## src/rtl/spf_pkg.sv

```systemverilog
package spf_pkg;
  typedef enum logic [1:0] {
    CS_INIT   = 2'd0,
    CS_TRANS  = 2'd1,
    CS_STEADY = 2'd2,
    CS_NOPRED = 2'd3
  } conf_t;
endpackage

```

## src/rtl/spf_hist_table.sv

```systemverilog
module spf_hist_table
  import spf_pkg::*;
#(
  parameter int ADDR_W  = 32,
  parameter int TAG_W   = 26,
  parameter int ENTRIES = 16,
  localparam int IDX_W  = $clog2(ENTRIES)
) (
  input  logic              clk,
  input  logic              rst,
  input  logic [IDX_W-1:0]  rd_idx,
  output logic              rd_valid,
  output logic [TAG_W-1:0]  rd_tag,
  output logic [ADDR_W-1:0] rd_prev,
  output logic [ADDR_W-1:0] rd_stride,
  output conf_t             rd_state,
  input  logic              wr_en,
  input  logic [IDX_W-1:0]  wr_idx,
  input  logic [TAG_W-1:0]  wr_tag,
  input  logic [ADDR_W-1:0] wr_prev,
  input  logic [ADDR_W-1:0] wr_stride,
  input  conf_t             wr_state
);
  // The fields live in plain arrays with no reset, so they map onto
  // distributed RAM. Only the valid bits are cleared on reset.
  logic [TAG_W-1:0]  tag_mem    [ENTRIES];
  logic [ADDR_W-1:0] prev_mem   [ENTRIES];
  logic [ADDR_W-1:0] stride_mem [ENTRIES];
  logic [1:0]        state_mem  [ENTRIES];
  logic [ENTRIES-1:0] valid_q;

  always_ff @(posedge clk) begin
    if (wr_en) begin
      tag_mem[wr_idx]    <= wr_tag;
      prev_mem[wr_idx]   <= wr_prev;
      stride_mem[wr_idx] <= wr_stride;
      state_mem[wr_idx]  <= wr_state;
    end
  end

  always_ff @(posedge clk) begin
    if (rst) begin
      valid_q <= '0;
    end else if (wr_en) begin
      valid_q[wr_idx] <= 1'b1;
    end
  end

  assign rd_valid  = valid_q[rd_idx];
  assign rd_tag    = tag_mem[rd_idx];
  assign rd_prev   = prev_mem[rd_idx];
  assign rd_stride = stride_mem[rd_idx];
  assign rd_state  = conf_t'(state_mem[rd_idx]);

  // a written entry is valid and carries the written tag afterwards
  p_write_claims_r12: assert property (@(posedge clk) disable iff (rst)
    wr_en |=> (valid_q[$past(wr_idx)] && tag_mem[$past(wr_idx)] == $past(wr_tag)));
  // the valid bits are all clear on the first cycle after reset
  p_empty_after_reset_r1: assert property (@(posedge clk) disable iff (rst)
    $fell(rst) |-> (valid_q == '0));
endmodule

```

## src/rtl/spf_conf_update.sv

```systemverilog
module spf_conf_update
  import spf_pkg::*;
#(
  parameter int ADDR_W = 32
) (
  input  logic              hit,
  input  logic [ADDR_W-1:0] cur_addr,
  input  logic [ADDR_W-1:0] prev_addr,
  input  logic [ADDR_W-1:0] stride,
  input  conf_t             state,
  output logic [ADDR_W-1:0] nxt_stride,
  output conf_t             nxt_state,
  output logic              issue,
  output logic [ADDR_W-1:0] target
);
  logic              correct;
  logic [ADDR_W-1:0] delta;

  assign correct = (cur_addr == prev_addr + stride);
  assign delta   = cur_addr - prev_addr;
  assign target  = cur_addr + stride;

  always_comb begin
    nxt_stride = stride;
    nxt_state  = state;
    if (!hit) begin
      nxt_stride = '0;
      nxt_state  = CS_INIT;
    end else begin
      unique case (state)
        CS_INIT: begin
          nxt_state = correct ? CS_STEADY : CS_TRANS;
          if (!correct) nxt_stride = delta;
        end
        CS_TRANS: begin
          nxt_state = correct ? CS_STEADY : CS_NOPRED;
          if (!correct) nxt_stride = delta;
        end
        CS_STEADY: begin
          nxt_state = correct ? CS_STEADY : CS_INIT;
        end
        CS_NOPRED: begin
          nxt_state = correct ? CS_TRANS : CS_NOPRED;
          if (!correct) nxt_stride = delta;
        end
        default: nxt_state = CS_INIT;
      endcase
    end
    issue = hit && correct && (nxt_state == CS_STEADY);
  end
endmodule

```

## src/rtl/spf_req_slot.sv

```systemverilog
module spf_req_slot #(
  parameter int ADDR_W = 32
) (
  input  logic              clk,
  input  logic              rst,
  input  logic              load,
  input  logic [ADDR_W-1:0] load_addr,
  input  logic              pf_ready,
  output logic              pf_valid,
  output logic [ADDR_W-1:0] pf_addr
);
  always_ff @(posedge clk) begin
    if (rst) begin
      pf_valid <= 1'b0;
      pf_addr  <= '0;
    end else if (load) begin
      pf_valid <= 1'b1;
      pf_addr  <= load_addr;
    end else if (pf_valid && pf_ready) begin
      pf_valid <= 1'b0;
    end
  end

  // a stalled request is held unchanged
  p_hold_stalled_r9: assert property (@(posedge clk) disable iff (rst)
    (pf_valid && !pf_ready && !load) |=> (pf_valid && $stable(pf_addr)));
  // a new request takes the slot
  p_newest_wins_r10: assert property (@(posedge clk) disable iff (rst)
    load |=> (pf_valid && pf_addr == $past(load_addr)));
  // an accepted request leaves the slot
  p_drain_after_hs_r11: assert property (@(posedge clk) disable iff (rst)
    (pf_valid && pf_ready && !load) |=> !pf_valid);
endmodule

```

## src/rtl/spf_stride_prefetcher.sv

```systemverilog
module spf_stride_prefetcher
  import spf_pkg::*;
#(
  parameter int ADDR_W     = 32,
  parameter int PC_W       = 32,
  parameter int ENTRIES    = 16,
  parameter int ALIGN_BITS = 2
) (
  input  logic              clk,
  input  logic              rst,
  input  logic              ld_valid,
  input  logic [PC_W-1:0]   ld_pc,
  input  logic [ADDR_W-1:0] ld_addr,
  output logic              pf_valid,
  input  logic              pf_ready,
  output logic [ADDR_W-1:0] pf_addr
);
  localparam int IDX_W = $clog2(ENTRIES);
  localparam int TAG_W = PC_W - ALIGN_BITS - IDX_W;

  logic [IDX_W-1:0]  idx;
  logic [TAG_W-1:0]  tag;
  logic [ALIGN_BITS-1:0] unused_align;
  logic              rd_valid;
  logic [TAG_W-1:0]  rd_tag;
  logic [ADDR_W-1:0] rd_prev, rd_stride;
  conf_t             rd_state;
  logic              hit;
  logic [ADDR_W-1:0] nxt_stride, target;
  conf_t             nxt_state;
  logic              issue;

  assign unused_align = ld_pc[ALIGN_BITS-1:0];
  assign idx = ld_pc[ALIGN_BITS +: IDX_W];
  assign tag = ld_pc[PC_W-1 -: TAG_W];
  assign hit = rd_valid && (rd_tag == tag);

  spf_hist_table #(
    .ADDR_W(ADDR_W), .TAG_W(TAG_W), .ENTRIES(ENTRIES)
  ) u_table (
    .clk(clk), .rst(rst),
    .rd_idx(idx), .rd_valid(rd_valid), .rd_tag(rd_tag),
    .rd_prev(rd_prev), .rd_stride(rd_stride), .rd_state(rd_state),
    .wr_en(ld_valid), .wr_idx(idx), .wr_tag(tag),
    .wr_prev(ld_addr), .wr_stride(nxt_stride), .wr_state(nxt_state)
  );

  spf_conf_update #(.ADDR_W(ADDR_W)) u_conf (
    .hit(hit), .cur_addr(ld_addr), .prev_addr(rd_prev),
    .stride(rd_stride), .state(rd_state),
    .nxt_stride(nxt_stride), .nxt_state(nxt_state),
    .issue(issue), .target(target)
  );

  spf_req_slot #(.ADDR_W(ADDR_W)) u_slot (
    .clk(clk), .rst(rst),
    .load(ld_valid && issue), .load_addr(target),
    .pf_ready(pf_ready), .pf_valid(pf_valid), .pf_addr(pf_addr)
  );

  // no request pending right after reset
  p_quiet_after_reset_r1: assert property (@(posedge clk) disable iff (rst)
    $fell(rst) |-> !pf_valid);
  // a tag miss never starts a request
  p_miss_no_issue_r2: assert property (@(posedge clk) disable iff (rst)
    (ld_valid && !hit && !pf_valid) |=> !pf_valid);
  // a correct load in init produces a request one stride ahead
  p_init_to_issue_r3: assert property (@(posedge clk) disable iff (rst)
    (ld_valid && hit && rd_state == CS_INIT && ld_addr == rd_prev + rd_stride)
    |=> (pf_valid && pf_addr == $past(ld_addr) + $past(rd_stride)));
  // a load seen in no-prediction never starts a request
  p_nopred_silent_r5: assert property (@(posedge clk) disable iff (rst)
    (ld_valid && hit && rd_state == CS_NOPRED && !pf_valid) |=> !pf_valid);
  // idle cycles start no request
  p_idle_silent_r13: assert property (@(posedge clk) disable iff (rst)
    (!ld_valid && !pf_valid) |=> !pf_valid);
endmodule

```

## config.mk

```make
export PLATFORM = sky130hd
export DESIGN_NAME = spf_stride_prefetcher
export DESIGN_NICKNAME = d
export VERILOG_FILES = /design/src/rtl/spf_pkg.sv /design/src/rtl/spf_hist_table.sv /design/src/rtl/spf_conf_update.sv /design/src/rtl/spf_req_slot.sv /design/src/rtl/spf_stride_prefetcher.sv
export SDC_FILE = /design/constraint.sdc
export NUM_CORES = 2
export LEC_CHECK = 0
export BUFFER_PORTS_ARGS = -buffer_cell sky130_fd_sc_hd__buf_2
export CAP_MARGIN = 10
export CORE_UTILIZATION = 57
export CTS_BUF_LIST = sky130_fd_sc_hd__clkbuf_16
export CTS_CLUSTER_DIAMETER = 40
export DETAILED_ROUTE_END_ITERATION = 10
export PLACE_DENSITY = 0.85
export SYNTH_ARGS = -nofsm -noshare
export SYNTH_HDL_FRONTEND = slang
export SYNTH_HIERARCHICAL = 1
export SYNTH_SLANG_ARGS = --single-unit
export TNS_END_PERCENT = 100
```

## constraint.sdc

```tcl
create_clock -name clk -period 8.8 [get_ports clk]
set_input_delay 1.76 -clock clk [delete_from_list [all_inputs] [get_ports clk]]
set_output_delay 1.76 -clock clk [all_outputs]
set_load 0.01 [all_outputs]
```

Word-level counts from Yosys, hierarchy flattened --
Memory sizes are Yosys's and may differ from the RTL's. Cells that the tools add are included. W data, S select, Z words.
Word-level totals: register bits 49, bits in writable memories 1472, output and inout bits 33, memories kept 4
Memories:
- u_table.prev_mem | words 16, width 32, rd ports 1, clocked after memory_dff 0, wr ports 1, line spf_hist_table.sv:27 | logic [ADDR_W-1:0] prev_mem [ENTRIES];
- u_table.stride_mem | words 16, width 32, rd ports 1, clocked after memory_dff 0, wr ports 1, line spf_hist_table.sv:28 | logic [ADDR_W-1:0] stride_mem [ENTRIES];
- u_table.tag_mem | words 16, width 26, rd ports 1, clocked after memory_dff 0, wr ports 1, line spf_hist_table.sv:26 | logic [TAG_W-1:0] tag_mem [ENTRIES];
- u_table.state_mem | words 16, width 2, rd ports 1, clocked after memory_dff 0, wr ports 1, line spf_hist_table.sv:29 | logic [1:0] state_mem [ENTRIES];
Operators by class: $add $sub $neg 3, order comparisons 2, equality and inequality tests 6, multiplexer cells 17, bitwise operators 1, reductions and logical operators 9
Operators with widths (count):
- $mux W32 | 3
- $add A32 B32 Y32 | 2
- $eq A32 B32 Y1 | 1
- $sub A32 B32 Y32 | 1
- $eq A26 B26 Y1 | 1
- $or A16 B16 Y16 | 1
- $mux W2 | 4
- $pmux W2 S4 | 1
- $mux W1 | 7
- $eq A2 B2 Y1 const B | 3
- $logic_and A1 B1 Y1 | 6
- $lt A4 B5 Y1 const B | 1
- $bmux W1 S4 | 1
- $demux W1 S4 | 1
- $ge A4 B1 Y1 const B | 1
- $reduce_or A3 Y1 | 1
- $eq A2 B1 Y1 const B | 1
- $logic_not A2 Y1 | 1
- $reduce_bool A2 Y1 | 1

Longest topological paths before layout --
An unclocked memory read counts as a cell.
depth in word-level cells 10, mapped depth 25, mapped depth without buffers 18

Cells and area by module --
The synthesis kept the hierarchy.
By module, submodules not included:
- spf_hist_table | instances 1, cells an instance 2332, area an instance 55582.1 um^2, seq. area each 44522.7 um^2
- spf_conf_update | instances 1, cells an instance 895, area an instance 6124.6 um^2, seq. area each 0.0 um^2
- spf_req_slot | instances 1, cells an instance 108, area an instance 1204.9 um^2, seq. area each 660.6 um^2
- spf_stride_prefetcher | instances 1, cells an instance 36, area an instance 296.5 um^2, seq. area each 0.0 um^2

Worst setup path after synthesis --
Ideal clock, no wire load.
path type input to register, start input ld_pc[4], end memory u_table.prev_mem[0][0] (enable), library setup time 0.655 ns, arrival 8.500 ns, required time 8.145 ns, slack -0.355 ns, stages on the path 2, path buffers 0, cell sequence or3b_2 > nor3_1
RTL lines:
- start, declared | line spf_stride_prefetcher.sv:12 | input logic [PC_W-1:0] ld_pc,
- end, declared | line spf_hist_table.sv:27
No word-level cell before the write port.

Worst setup path after layout --
start input ld_pc[2], end memory u_table.stride_mem[13][11] (data pin)
On the way: word-level cells in the longest chain between the ends 6
RTL lines:
- $mem_v2 Z16 W32
- named net rd_stride[2] | line spf_stride_prefetcher.sv:26 | logic [ADDR_W-1:0] rd_prev, rd_stride;
- $add A32 B32 Y32 | line spf_conf_update.sv:19 | assign correct = (cur_addr == prev_addr + stride);
- $eq A32 B32 Y1 | line spf_conf_update.sv:19
- $mux W32 | line spf_conf_update.sv:33, spf_conf_update.sv:37, spf_conf_update.sv:44
- $mux W32
- $mux W32 | line spf_conf_update.sv:26 | if (!hit) begin
- named net nxt_stride[11] | line spf_stride_prefetcher.sv:29 | logic [ADDR_W-1:0] nxt_stride, target;
- end, declared | line spf_hist_table.sv:28
The timed path passes the listed nets, and every way through them passes these cells. The select of a mux whose other input is x is not followed.

==> reports/metrics.cfg <==
[yosys]
post_synth_num_cell_types = 81
synthMostInstantiatedCell = edfxtp_1
synth_area_per_cell_um2 = 18.8
count_of_flip_flops_with_a_built_in_enable_after_synthesis = 1472
yosys-top-cells-area = edfxtp_1, mux4_2, a22oi_1
ys_async_sr_fraction = 0
postSynthRegisterBits = 1521
syn-num-nets = 3535
synthCells = 3371
synth_common_cells = edfxtp_1, mux4_2, nand2_1, a22oi_1, nor2_1
warnings_synthesis = 6
synth_seq_area_share = 0.715
share_of_the_synthesized_area_in_the_top_cell_type = 0.699
postSynth.topFlopCell = edfxtp_1
summed_instance_area_of_the_synthesized_netlist_um2 = 63200
synth_top_cell_by_area = edfxtp_1

[clock_network]
clock_transition_at_the_registers_of_the_reported_paths_ns = 0.06
tritoncts.num_buffers = 158
post_cts_hold_buffer_count = 0
tritoncts_clock_tree = done
worstSkewPairLatency_ns = 0.81
postCtsSetupRepairBufs = 0
cts.repair.resized = 0
cts_root_buf = clkbuf_16
clkSinkCount = 1521
clk_path_buf_depth = 3
cts_htree_levels = 4

[finish]
area.growth.synth_to_final_pct = 12.5
final_layout_size_suffix_gt1_frac = 0.232
finalInstanceArea_um2 = 71100
fin_nets = 3742
post_layout_nonfiller_instances = 5190

[floorplan]
ios = 101
design.die.area_um2 = 112000
core.rowCount = 121
floorplan.core_area_um2 = 109000
floorplan.die.width_um = 335
floorplan.die.height_um = 335
initial_utilization = 0.577

[route]
via_count = 35838
detail_route.drc_violations = 0
antenna_left = 0
ratio_of_routed_vias_to_standard_cells = 6.91
drtPass1Iterations = 6
wl_um = 166000
number_of_drc_markers_after_the_initial_detailed_route_iteration = 4693
detail_route.wl_per_cell_um = 32.1

[sta]
post-route-min-period_ns = 7.87
hold-worst-slack_ns = 0.471
max_slew.worst_pin.slew_ns = 1.21
timing.slew.headroom = 0.190
fin_clk_skew_ns = 0.0484
report.final.slew_viol_count = 0
finalSetupViolations = 0
rsz0062_at_grt = no
fmax_ghz = 0.127
hold_viol_final = 0
layout_worst_path_cycle_share = 0.894

[global_route]
grt_antenna_before_repair = 12
via_count_of_the_first_global_routing_pass = 36323
grt_pass1_wl_um = 241000
grt_max_degree = 80
grt.overflow.total = 0
grt_use_total = 0.299

[setup_path]
worst-endpoint-arrival_ns = 8.29
critPathBufInv = 3
timing.critical_path.cells = buf_8 -> buf_4 -> mux4_2 -> a22oi_1 -> nand2_1 -> ha_1 -> a211oi_1 -> o21bai_1 -> a211oi_2 -> a21oi_1 -> a2111o_1 -> a32oi_1 -> nand4_1 -> or2_1 -> o31ai_4 -> buf_4 -> mux2i_1
critical_path.top_delay_family = compound AO/OA/AOI/OAI gates
slowest_stage_cell_on_the_critical_path = mux2i_1
cpPeakStageDelay_ns = 0.98
setup.worst_path.start_class = input pin
setup.worst_path.class = input pin to flip-flop
critPathMaxFanout = 66
timing.critical_path.mode_cell = buf_4
critical_path_required_ns = 9.22
setup.worst_path.end_class = flip-flop

[placed_design]
routabilityCongestion = 0.931
instance_count_after_placement_with_tap_cells_included = 4894
dp_hpwl_um = 87300
detailed_place.area_um2 = 65900
count_of_port_buffers_added_during_placement = 98

[power_and_ir_drop]
total_leakage_power_uw = 0.0238
power_per_cell_area_nw_per_um2 = 228
power.ir.vdd_worst_mv = 0.297

[min_path]
timing.hold.worst.class = flip-flop to flip-flop

[run_status]
outcome = completed

[run]
max-cap-violations = 0

layout make-up:
type / instances / area (um2)
Multi-Input combinational cell: 1640 / 17100
Clock inverter: 128 / 1180
Fill cell: 6831 / 38400
Inverter: 53 / 199
Clock buffer: 160 / 4000
Tap cell: 1476 / 1850
Antenna cell: 8 / 20.0
Sequential cell: 1521 / 45200
Timing Repair Buffer: 204 / 1520
routing by layer:
metal,global-route usage,routed length (um),up-vias,part of all wire
met2,0.488,82200,2678,0.49
met4,0.138,7320,18,0.044
met3,0.0646,17600,536,0.11
met1,0.388,59300,18324,0.36
li1,-,-,14282,-
met5,0,105,-,0.00063
sequential cells by signal, summed over array words and instances (netlist names):
| name | count |
|---|---|
| u_table/prev_mem | 512 |
| u_table/stride_mem | 512 |
| u_table/tag_mem | 416 |
| u_slot/pf_addr | 32 |
| u_table/state_mem | 32 |
| u_table/valid_q | 16 |
| u_slot/pf_valid | 1 |
logic make-up after synthesis:
group,synth area share
muxes,0.143
DFF,0.715
AOI/OAI and AO/OA,0.0543
adders and majority gates,0.0194
buffers and inverters,0.0163
and+or+nand+nor,0.0350
xor gates and xnor gates,0.0177
worst paths after layout:
kind                            startpoint                         end  slack [ns]  depth (start not counted)
hold / removal          u_table/valid_q[9]          u_table/valid_q[9]        0.47                          2
hold reg to reg         u_table/valid_q[9]          u_table/valid_q[9]        0.47                          2
setup / recovery                  ld_pc[2]  u_table/stride_mem[13][11]        0.93                         17
setup reg to reg  u_table/stride_mem[3][0]  u_table/stride_mem[13][11]        2.42                         16
metrics by stage:
stage | TNS [ns] | setup WS, ns | power (uW) | utilization
floorplan | -37.74 | -0.137 | 9210 | -
global placement | 0 | 0.465 | 9640 | 0.602
detailed placement | 0 | 0.216 | 9690 | 0.602
CTS | 0 | 1.03 | 16300 | 0.649
global route | 0 | 0.586 | 16700 | 0.649
finish | 0 | 0.929 | 16200 | 0.650
cell usage in the layout (no fill, tap or decap), types with 34 or more instances in the layout:
cell type and count:
edfxtp_1 1472, mux4_2 372, nand2_1 212, a22oi_1 187
clkbuf_16 160, a21oi_1 105, nor2_1 97, buf_2 96
ha_1 93, xnor2_1 92, buf_4 89, inv_1 87
mux2i_1 61, o21ai_0 56, dfxtp_1 49, xor2_1 34
power by group:
group          internal (uW)  switching, uW  leakage, uW
combinational            574            989      0.00702
clock                   3720           2910      0.00265
sequential              8010           35.0       0.0141
total                  12300           3930       0.0238
worst reg2reg max path: stages (launching register included):
cell and delay, ns:
edfxtp_1 0.37, mux4_2 0.48, a22oi_1 0.25, nand2_1 0.18
ha_1 0.27, fa_1 0.41, a211oi_1 0.39, o21bai_1 0.19
a211oi_2 0.35, a21oi_1 0.22, a2111o_1 0.45, a32oi_1 0.35
nand4_1 0.14, or2_1 0.36, o31ai_4 0.28, buf_4 0.30
mux2i_1 0.99
(Power assumes the default switching activity.)
